File: src/rtl/tt_pkg.sv
package tt_pkg;
  localparam int TT_CNT_W = 8;
  localparam int TT_GAP_W = TT_CNT_W + 1;

  typedef struct packed {
    logic [TT_CNT_W-1:0] burst;
    logic [TT_CNT_W-1:0] wtr;
    logic [TT_CNT_W-1:0] rtw;
    logic [TT_CNT_W-1:0] cs;
  } tt_cfg_t;

  function automatic logic [TT_CNT_W-1:0] tt_max3(input logic [TT_CNT_W-1:0] a,
                                                   input logic [TT_CNT_W-1:0] b,
                                                   input logic [TT_CNT_W-1:0] c);
    logic [TT_CNT_W-1:0] m;
    m = (a > b) ? a : b;
    return (m > c) ? m : c;
  endfunction
endpackage

File: src/rtl/tt_cfg_regs.sv
module tt_cfg_regs
  import tt_pkg::*;
#(
  parameter int DEF_BURST = 4,
  parameter int DEF_WTR   = 6,
  parameter int DEF_RTW   = 3,
  parameter int DEF_CS    = 2
) (
  input  logic    clk,
  input  logic    rst_n,
  input  logic    load_en,
  input  tt_cfg_t load_val,
  output tt_cfg_t cfg
);
  tt_cfg_t cfg_q, cfg_d;

  always_comb begin
    cfg_d = cfg_q;
    if (load_en) cfg_d = load_val;
  end

  always_ff @(posedge clk or negedge rst_n) begin
    if (!rst_n) begin
      cfg_q.burst <= TT_CNT_W'(DEF_BURST);
      cfg_q.wtr   <= TT_CNT_W'(DEF_WTR);
      cfg_q.rtw   <= TT_CNT_W'(DEF_RTW);
      cfg_q.cs    <= TT_CNT_W'(DEF_CS);
    end else if (load_en) begin
      cfg_q <= cfg_d;
    end
  end

  assign cfg = cfg_q;
endmodule

File: src/rtl/tt_gap_calc.sv
module tt_gap_calc
  import tt_pkg::*;
#(
  parameter int RANK_W = 2
) (
  input  tt_cfg_t             cfg,
  input  logic [RANK_W-1:0]   prev_rank,
  input  logic                prev_wr,
  input  logic [RANK_W-1:0]   new_rank,
  input  logic                new_wr,
  output logic [TT_GAP_W-1:0] gap,
  output logic [TT_GAP_W-1:0] worst_gap
);
  logic [TT_CNT_W-1:0] add_cs, add_wtr, add_rtw, add_max, all_max;

  always_comb begin
    add_cs  = (prev_rank != new_rank) ? cfg.cs : '0;
    add_wtr = (prev_wr && !new_wr)    ? cfg.wtr : '0;
    add_rtw = (!prev_wr && new_wr)    ? cfg.rtw : '0;
    add_max = tt_max3(add_cs, add_wtr, add_rtw);
    all_max = tt_max3(cfg.cs, cfg.wtr, cfg.rtw);
    gap       = {1'b0, cfg.burst} + {1'b0, add_max};
    worst_gap = {1'b0, cfg.burst} + {1'b0, all_max};
  end
endmodule

File: src/rtl/tt_issue_track.sv
module tt_issue_track
  import tt_pkg::*;
#(
  parameter int RANK_W = 2
) (
  input  logic                clk,
  input  logic                rst_n,
  input  logic                issue,
  input  logic [RANK_W-1:0]   cmd_rank,
  input  logic                cmd_wr,
  output logic                prev_valid,
  output logic [RANK_W-1:0]   prev_rank,
  output logic                prev_wr,
  output logic [TT_GAP_W-1:0] elapsed
);
  localparam logic [TT_GAP_W-1:0] ELAPSED_MAX = '1;

  logic                valid_q, valid_d;
  logic [RANK_W-1:0]   rank_q, rank_d;
  logic                wr_q, wr_d;
  logic [TT_GAP_W-1:0] cnt_q, cnt_d;
  logic                cnt_en;

  always_comb begin
    valid_d = valid_q;
    rank_d  = rank_q;
    wr_d    = wr_q;
    cnt_d   = cnt_q;
    cnt_en  = 1'b0;
    if (issue) begin
      valid_d = 1'b1;
      rank_d  = cmd_rank;
      wr_d    = cmd_wr;
      cnt_d   = TT_GAP_W'(1);
      cnt_en  = 1'b1;
    end else if (valid_q && cnt_q != ELAPSED_MAX) begin
      cnt_d  = cnt_q + 1'b1;
      cnt_en = 1'b1;
    end
  end

  always_ff @(posedge clk or negedge rst_n) begin
    if (!rst_n) begin
      valid_q <= 1'b0;
      rank_q  <= '0;
      wr_q    <= 1'b0;
    end else if (issue) begin
      valid_q <= valid_d;
      rank_q  <= rank_d;
      wr_q    <= wr_d;
    end
  end

  always_ff @(posedge clk or negedge rst_n) begin
    if (!rst_n)      cnt_q <= '0;
    else if (cnt_en) cnt_q <= cnt_d;
  end

  assign prev_valid = valid_q;
  assign prev_rank  = rank_q;
  assign prev_wr    = wr_q;
  assign elapsed    = cnt_q;
endmodule

File: src/rtl/rank_turnaround_timer.sv
module rank_turnaround_timer
  import tt_pkg::*;
#(
  parameter int RANK_W    = 2,
  parameter int DEF_BURST = 4,
  parameter int DEF_WTR   = 6,
  parameter int DEF_RTW   = 3,
  parameter int DEF_CS    = 2
) (
  input  logic              clk,
  input  logic              rst_n,
  input  logic              cmd_valid,
  input  logic              cmd_is_wr,
  input  logic [RANK_W-1:0] cmd_rank,
  input  logic              cfg_load,
  input  logic [7:0]        cfg_burst,
  input  logic [7:0]        cfg_wtr,
  input  logic [7:0]        cfg_rtw,
  input  logic [7:0]        cfg_cs,
  output logic              issue_ok,
  output logic [RANK_W-1:0] active_rank
);
  tt_cfg_t             cfg, cfg_in;
  logic                prev_valid, prev_wr, issue, idle, load_en;
  logic [RANK_W-1:0]   prev_rank;
  logic [TT_GAP_W-1:0] elapsed, gap, worst_gap;

  assign cfg_in = '{burst: cfg_burst, wtr: cfg_wtr, rtw: cfg_rtw, cs: cfg_cs};

  tt_cfg_regs #(
    .DEF_BURST(DEF_BURST), .DEF_WTR(DEF_WTR), .DEF_RTW(DEF_RTW), .DEF_CS(DEF_CS)
  ) u_cfg (
    .clk(clk), .rst_n(rst_n), .load_en(load_en), .load_val(cfg_in), .cfg(cfg)
  );

  tt_gap_calc #(.RANK_W(RANK_W)) u_gap (
    .cfg(cfg), .prev_rank(prev_rank), .prev_wr(prev_wr),
    .new_rank(cmd_rank), .new_wr(cmd_is_wr), .gap(gap), .worst_gap(worst_gap)
  );

  tt_issue_track #(.RANK_W(RANK_W)) u_trk (
    .clk(clk), .rst_n(rst_n), .issue(issue), .cmd_rank(cmd_rank), .cmd_wr(cmd_is_wr),
    .prev_valid(prev_valid), .prev_rank(prev_rank), .prev_wr(prev_wr), .elapsed(elapsed)
  );

  always_comb begin
    issue_ok = !prev_valid || (elapsed >= gap);
    issue    = cmd_valid && issue_ok;
    idle     = !cmd_valid && (!prev_valid || (elapsed >= worst_gap));
    load_en  = cfg_load && idle;
  end

  assign active_rank = prev_rank;
endmodule

File: config.mk
export PLATFORM = sky130hd
export DESIGN_NAME = rank_turnaround_timer
export DESIGN_NICKNAME = d
export VERILOG_FILES = /design/src/rtl/tt_pkg.sv /design/src/rtl/tt_cfg_regs.sv /design/src/rtl/tt_gap_calc.sv /design/src/rtl/tt_issue_track.sv /design/src/rtl/rank_turnaround_timer.sv
export SDC_FILE = /design/constraint.sdc
export NUM_CORES = 1
export LEC_CHECK = 0
export BUFFER_PORTS_ARGS = -buffer_cell sky130_fd_sc_hd__buf_2
export CAP_MARGIN = 20
export CORE_ASPECT_RATIO = 1.1
export CORE_MARGIN = 2
export CORE_UTILIZATION = 30
export CTS_BUF_LIST = sky130_fd_sc_hd__clkbuf_8 sky130_fd_sc_hd__clkbuf_16
export CTS_CLUSTER_SIZE = 24
export DETAILED_ROUTE_END_ITERATION = 8
export PLACE_DENSITY = 0.56
export SKIP_CTS_REPAIR_TIMING = 1
export SLEW_MARGIN = 20
export SYNTH_ARGS = -nofsm -noshare
export SYNTH_HDL_FRONTEND = slang
export SYNTH_HIERARCHICAL = 1
export SYNTH_SLANG_ARGS = --single-unit
File: constraint.sdc
create_clock -name clk -period 11.9 [get_ports clk]
set_clock_uncertainty 0.05 [all_clocks]
set_input_delay 2.38 -clock clk [delete_from_list [all_inputs] [get_ports clk]]
set_output_delay 2.38 -clock clk [all_outputs]
set_load 0.05 [all_outputs]
; ---- After elaboration in Yosys (flattened, before gate mapping)
; Cells that the tools add are included.
[op_classes]
add_sub_neg = 3
n_mul = 0
div = 0
order_cmp = 6
n_eq_ne = 2
shift = 0
mux = 11
bitwise_logic = 0
reduce_logical = 14
[ops]
columns = operator, count
row1 = $mux W8, 7
row2 = $gt A8 B8 Y1, 4
row3 = $add A8 B8 Y9, 2
row4 = $ge A9 B9 Y1, 2
row5 = $mux W9, 2
row6 = $add A9 B1 Y9 const B, 1
row7 = $ne A9 B9 Y1 const B, 1
row8 = $logic_and A1 B1 Y1, 6
row9 = $logic_not A1 Y1, 4
row10 = $logic_or A1 B1 Y1, 2
row11 = $mux W1, 2
row12 = $ne A2 B2 Y1, 1
row13 = $reduce_and A2 Y1, 1
row14 = $reduce_bool A2 Y1, 1
[totals]
reg_bits = 45
latchBits = 0
ramBits = 0
romBits = 0
inputBits = 39
wordCells = 44
n_memories = 0

; ---- Depth between registers and ports, before layout
[logic_depth]
word_depth = 13
mapped_depth = 34
ltp_nobuf = 33

; ---- Modules after synthesis
; The synthesis kept the hierarchy.
[modules_own_cells]
columns = mod, n_inst, cells_per_inst, area_per_inst_um2, seq_area_each_um2
row1 = tt_gap_calc, 1, 247, 1936.9, 0.0
row2 = tt_cfg_regs, 1, 68, 1352.5, 808.3
row3 = tt_issue_track, 1, 54, 605.6, 325.3
row4 = rank_turnaround_timer, 1, 66, 484.2, 0.0

; ---- Worst setup path before layout
; Ideal clock, no wire load.
[synth_timing]
kind = in2out
start = input cmd_rank[0]
end = output issue_ok
t_arrival_ps = 7796
required_ps = 9470
path_slack_ps = 1674
stages = 29
path_cell_list = xnor2_1 > nand2_1 > nand2_1 > inv_1 > ha_1 > nor2b_1 > o211ai_2 > a21oi_2 > o22ai_4 > mux2i_1 > ha_1 > a21o_1 > a21o_1 > a21oi_1 > o21ai_0 > nand2_2 > mux2_2 > ha_1 > nor2b_1 > o21ai_0 > nand2b_1 > a21o_1 > a21oi_1 > xnor2_1 > inv_1 > ha_1 > and4_2 > a2111oi_2 > o21ai_1
[synth_via]
elab_chain_cells = 9
[synth_lines]
columns = element, line
row1 = "start, declared", rank_turnaround_timer.sv:14  ; input logic [RANK_W-1:0] cmd_rank,
row2 = $ne A2 B2 Y1 *, tt_gap_calc.sv:17  ; add_cs = (prev_rank != new_rank) ? cfg.cs : '0;
row3 = $mux W8 *, tt_gap_calc.sv:17
row4 = $gt A8 B8 Y1, tt_pkg.sv:16  ; m = (a > b) ? a : b;
row5 = $mux W8 *, tt_pkg.sv:16
row6 = $gt A8 B8 Y1, tt_pkg.sv:17  ; return (m > c) ? m : c;
row7 = $mux W8 *, tt_pkg.sv:17
row8 = $add A8 B8 Y9 *, tt_gap_calc.sv:22  ; gap = {1'b0, cfg.burst} + {1'b0, add_max};
row9 = named net gap[6], rank_turnaround_timer.sv:26  ; logic [TT_GAP_W-1:0] elapsed, gap, worst_gap;
row10 = $ge A9 B9 Y1 *, rank_turnaround_timer.sv:47  ; issue_ok = !prev_valid || (elapsed >= gap);
row11 = $logic_or A1 B1 Y1 *, rank_turnaround_timer.sv:47
row12 = "end, declared", rank_turnaround_timer.sv:20  ; output logic issue_ok,
; Mark *: on every way through the listed nets, which the timed path passes. The rest lies on a longest branch.

; ---- Worst setup path after layout
[layout_timing]
start = input cmd_is_wr
end = output issue_ok
[layout_via]
elab_chain_cells = 10
[layout_lines]
columns = element, line
row1 = "start, declared", rank_turnaround_timer.sv:13  ; input logic cmd_is_wr,
row2 = $logic_not A1 Y1, tt_gap_calc.sv:18  ; add_wtr = (prev_wr && !new_wr) ? cfg.wtr : '0;
row3 = $logic_and A1 B1 Y1, tt_gap_calc.sv:18
row4 = $mux W8, tt_gap_calc.sv:18
row5 = $gt A8 B8 Y1, tt_pkg.sv:16
row6 = $mux W8, tt_pkg.sv:16
row7 = $gt A8 B8 Y1, tt_pkg.sv:17
row8 = $mux W8 *, tt_pkg.sv:17
row9 = $add A8 B8 Y9 *, tt_gap_calc.sv:22
row10 = named net gap[6], rank_turnaround_timer.sv:26
row11 = $ge A9 B9 Y1 *, rank_turnaround_timer.sv:47
row12 = $logic_or A1 B1 Y1 *, rank_turnaround_timer.sv:47
; Marks and branches as above.

==> results.py <==
metrics = {
    "run_status": {
        "status": "finished clean",
    },
    "yosys": {
        "synthFlopType": "dfrtp_1",
        "synth_area_leaders": "dfrtp_1 22%, ha_1 19%, mux2_4 13%, mux2_2 4.9%, inv_1 4.8%",
        "synthDominantCellAreaShare": 0.223,
        "syn-num-nets": 544,
        "yosys.area.top_type": "dfrtp_1",
        "synth-edff-count": 0,
        "ys_types": 48,
        "ys_ff_latch": 45,
        "ys_seq_area_frac": 0.259,
        "netlist_area_um2": 4380,
        "async_flop_share": 1.00,
        "yosys_warnings": 6,
        "syn_area_per_cell_um2": 10.1,
        "syn_inst": 435,
    },
    "timing": {
        "fin_crit_sh": 0.905,
        "worst_pin_slew_ps": 702,
        "rsz0062_at_grt": "false",
        "fin_tns_setup_ps": 0,
        "maxSlewViolCount": 0,
        "hold_viol_final": 0,
        "max_freq_mhz": 92.9,
        "finalSetupViolCount": 0,
        "slew_headroom": 0.532,
        "layout_min_cycle_time_ps": 10770,
    },
    "setup_path": {
        "r2r-start": "u_trk/prev_wr",
        "worstSetupEndpointType": "output pin",
        "critPathMaxStageDelay_ps": 450,
        "start_kind": "primary input",
        "critPathSlowestCell": "mux2i_1",
        "endpoint": "issue_ok",
        "rrSetupSlack_ps": 4830,
        "r2r_cells": 30,
        "cp_max_fo": 9,
        "crit_type": "primary input to output pin",
        "cp_data_arrival_time_ps": 8340,
        "crit_required_ps": 9470,
        "crit_start": "cmd_is_wr",
        "cpMostUsedCell": "ha_1",
        "r2r-end": "u_trk/prev_rank[0]",
    },
    "floorplanning": {
        "num_rows": 46,
        "die_area_um2": 15600,
        "io_pins": 42,
        "start_util": 0.306,
        "core-area_um2": 14300,
        "fp.dieH_um": 131,
        "die_w_um": 119,
    },
    "layout": {
        "antenna_cells": 0,
        "final_nets": 587,
        "drive_gt1_frac": 0.269,
        "area_growth_pct": 12.1,
    },
    "global_route": {
        "first_global_vias": 3217,
        "grt_antenna_before_repair": 0,
        "grt_use_total": 0.135,
        "overflow": 0,
        "grt_max_degree": 46,
        "grt_pass1_wl_um": 16600,
    },
    "clock_network": {
        "clock_latency_ps": 300,
        "clk_path_buf_depth": 2,
        "cts_made_buffers": 5,
        "cts_htree_levels": 2,
        "path_clk_slew_ps": 70,
        "cts.sinks": 45,
        "clockRootBuffer": "clkbuf_16",
        "cts_tree": "done",
    },
    "placed_design": {
        "portBuffers": 41,
        "place_hpwl_um": 8200,
        "gp_congestion": 0.821,
    },
    "detailed_routing": {
        "wl_um": 10200,
        "vias": 3201,
        "post_drt_wl_per_cell_um": 15.3,
        "drt_first_pass_iters": 4,
        "ant_nets": 0,
        "drtIter0Drc": 111,
        "drc": 0,
        "via_per_inst": 4.77,
    },
    "flow_run": {
        "drv_cap": 0,
    },
    "hold_path": {
        "hold_class": "flop to flop",
    },
}
worst max-delay path, delay by kind of cell:
kind / cells / cell delay, ps
compound gates: 10 / 1740
xor+xnor: 1 / 140
fa+ha+maj: 4 / 1220
buf+inv: 3 / 390
mux: 2 / 810
simple gates: 9 / 1660
layout make-up:
cell class,instances,area [um2]
clock inverter,3,18.8
inverter,56,210
fill,1448,9420
tap,192,240
sequential,45,1130
clock buffer,5,125
timing repair buffer,43,223
multi-input combinational,327,2960
flip-flops by register name, indices dropped and copies added, names as in the netlist:
name              flops
u_trk/prev_wr         1
u_cfg/cfg            32
u_trk/elapsed         9
u_trk/prev_rank       2
u_trk/prev_valid      1
worst min path at each step:
stage,depth (start not counted),start,to
2_1_floorplan,1,u_trk/prev_wr,u_trk/prev_wr
3_3_place_gp,1,u_trk/prev_wr,u_trk/prev_wr
3_5_place_dp,1,u_trk/prev_wr,u_trk/prev_wr
4_1_cts,1,u_trk/prev_wr,u_trk/prev_wr
5_1_grt,1,u_trk/prev_wr,u_trk/prev_wr
6_report,1,u_trk/prev_wr,u_trk/prev_wr
layout by cell type, fill, tap and decap left out, types with 3 or more instances in the layout:
cell type	synthesis	layout
a21oi_2	3	3
a21o_1	10	10
nand2b_1	5	5
and3_1	3	3
nor2b_1	11	11
nand2_1	28	28
dfrtp_1	39	39
buf_2	0	40
mux2i_1	14	14
nor2_1	16	16
o21ai_0	18	18
xnor2_1	12	12
clkbuf_16	0	5
inv_1	56	57
buf_4	0	3
a21oi_1	24	24
and2_1	8	8
nand4_1	7	7
nand3_1	6	6
xor2_1	4	4
mux2_2	19	19
mux2_4	37	37
ha_1	68	68
dfstp_2	6	6
per-stage QoR:
| stage | utilization | std cells | hold slack (ps) | area [um2] | setup WS (ps) |
|---|---|---|---|---|---|
| 6_report | 0.342 | 671 | 498 | 4910 | 1130 |
| 5_1_grt | 0.342 | 671 | 514 | 4910 | 589 |
| 4_1_cts | 0.342 | 671 | 495 | 4900 | 1170 |
| 3_5_place_dp | 0.332 | 663 | 465 | 4760 | 1200 |
| 3_3_place_gp | 0.332 | 663 | 472 | 4760 | 1360 |
| 2_1_floorplan | - | 435 | 446 | 4380 | 1670 |
kinds of logic (layout without fill, tap and decap cells):
family / count (synthesis) / count (layout) / share of synthesized area
AO/OA/AOI/OAI: 73 / 73 / 0.112
XOR/XNOR: 16 / 16 / 0.0320
adder cells (fa/ha/maj): 70 / 70 / 0.203
buffers and inverters: 63 / 107 / 0.0686
flip-flops: 45 / 45 / 0.259
multiplexers: 70 / 70 / 0.208
AND/OR/NAND/NOR: 98 / 98 / 0.117
cell usage after synthesis, types with 3 or more instances:
master and number:
ha_1 68, inv_1 56, dfrtp_1 39, mux2_4 37, nand2_1 28, a21oi_1 24, mux2_2 19, o21ai_0 18
nor2_1 16, mux2i_1 14, xnor2_1 12, nor2b_1 11, a21o_1 10, and2_1 8, nand4_1 7, dfstp_2 6
nand3_1 6, nand2b_1 5, xor2_1 4, a21oi_2 3, and3_1 3, buf_12 3, o21ai_1 3
per-layer routing:
layer  vias up  GRT usage  part of all wire
li1       1615          -                 -
met1      1535      0.177              0.47
met2        43      0.235              0.50
met3         8     0.0169             0.021
met4         0     0.0406             0.015
met5         -          0                 0
Power is not shown: default switching activity piles up to over one toggle a cycle in this logic, so the estimate is an artifact.
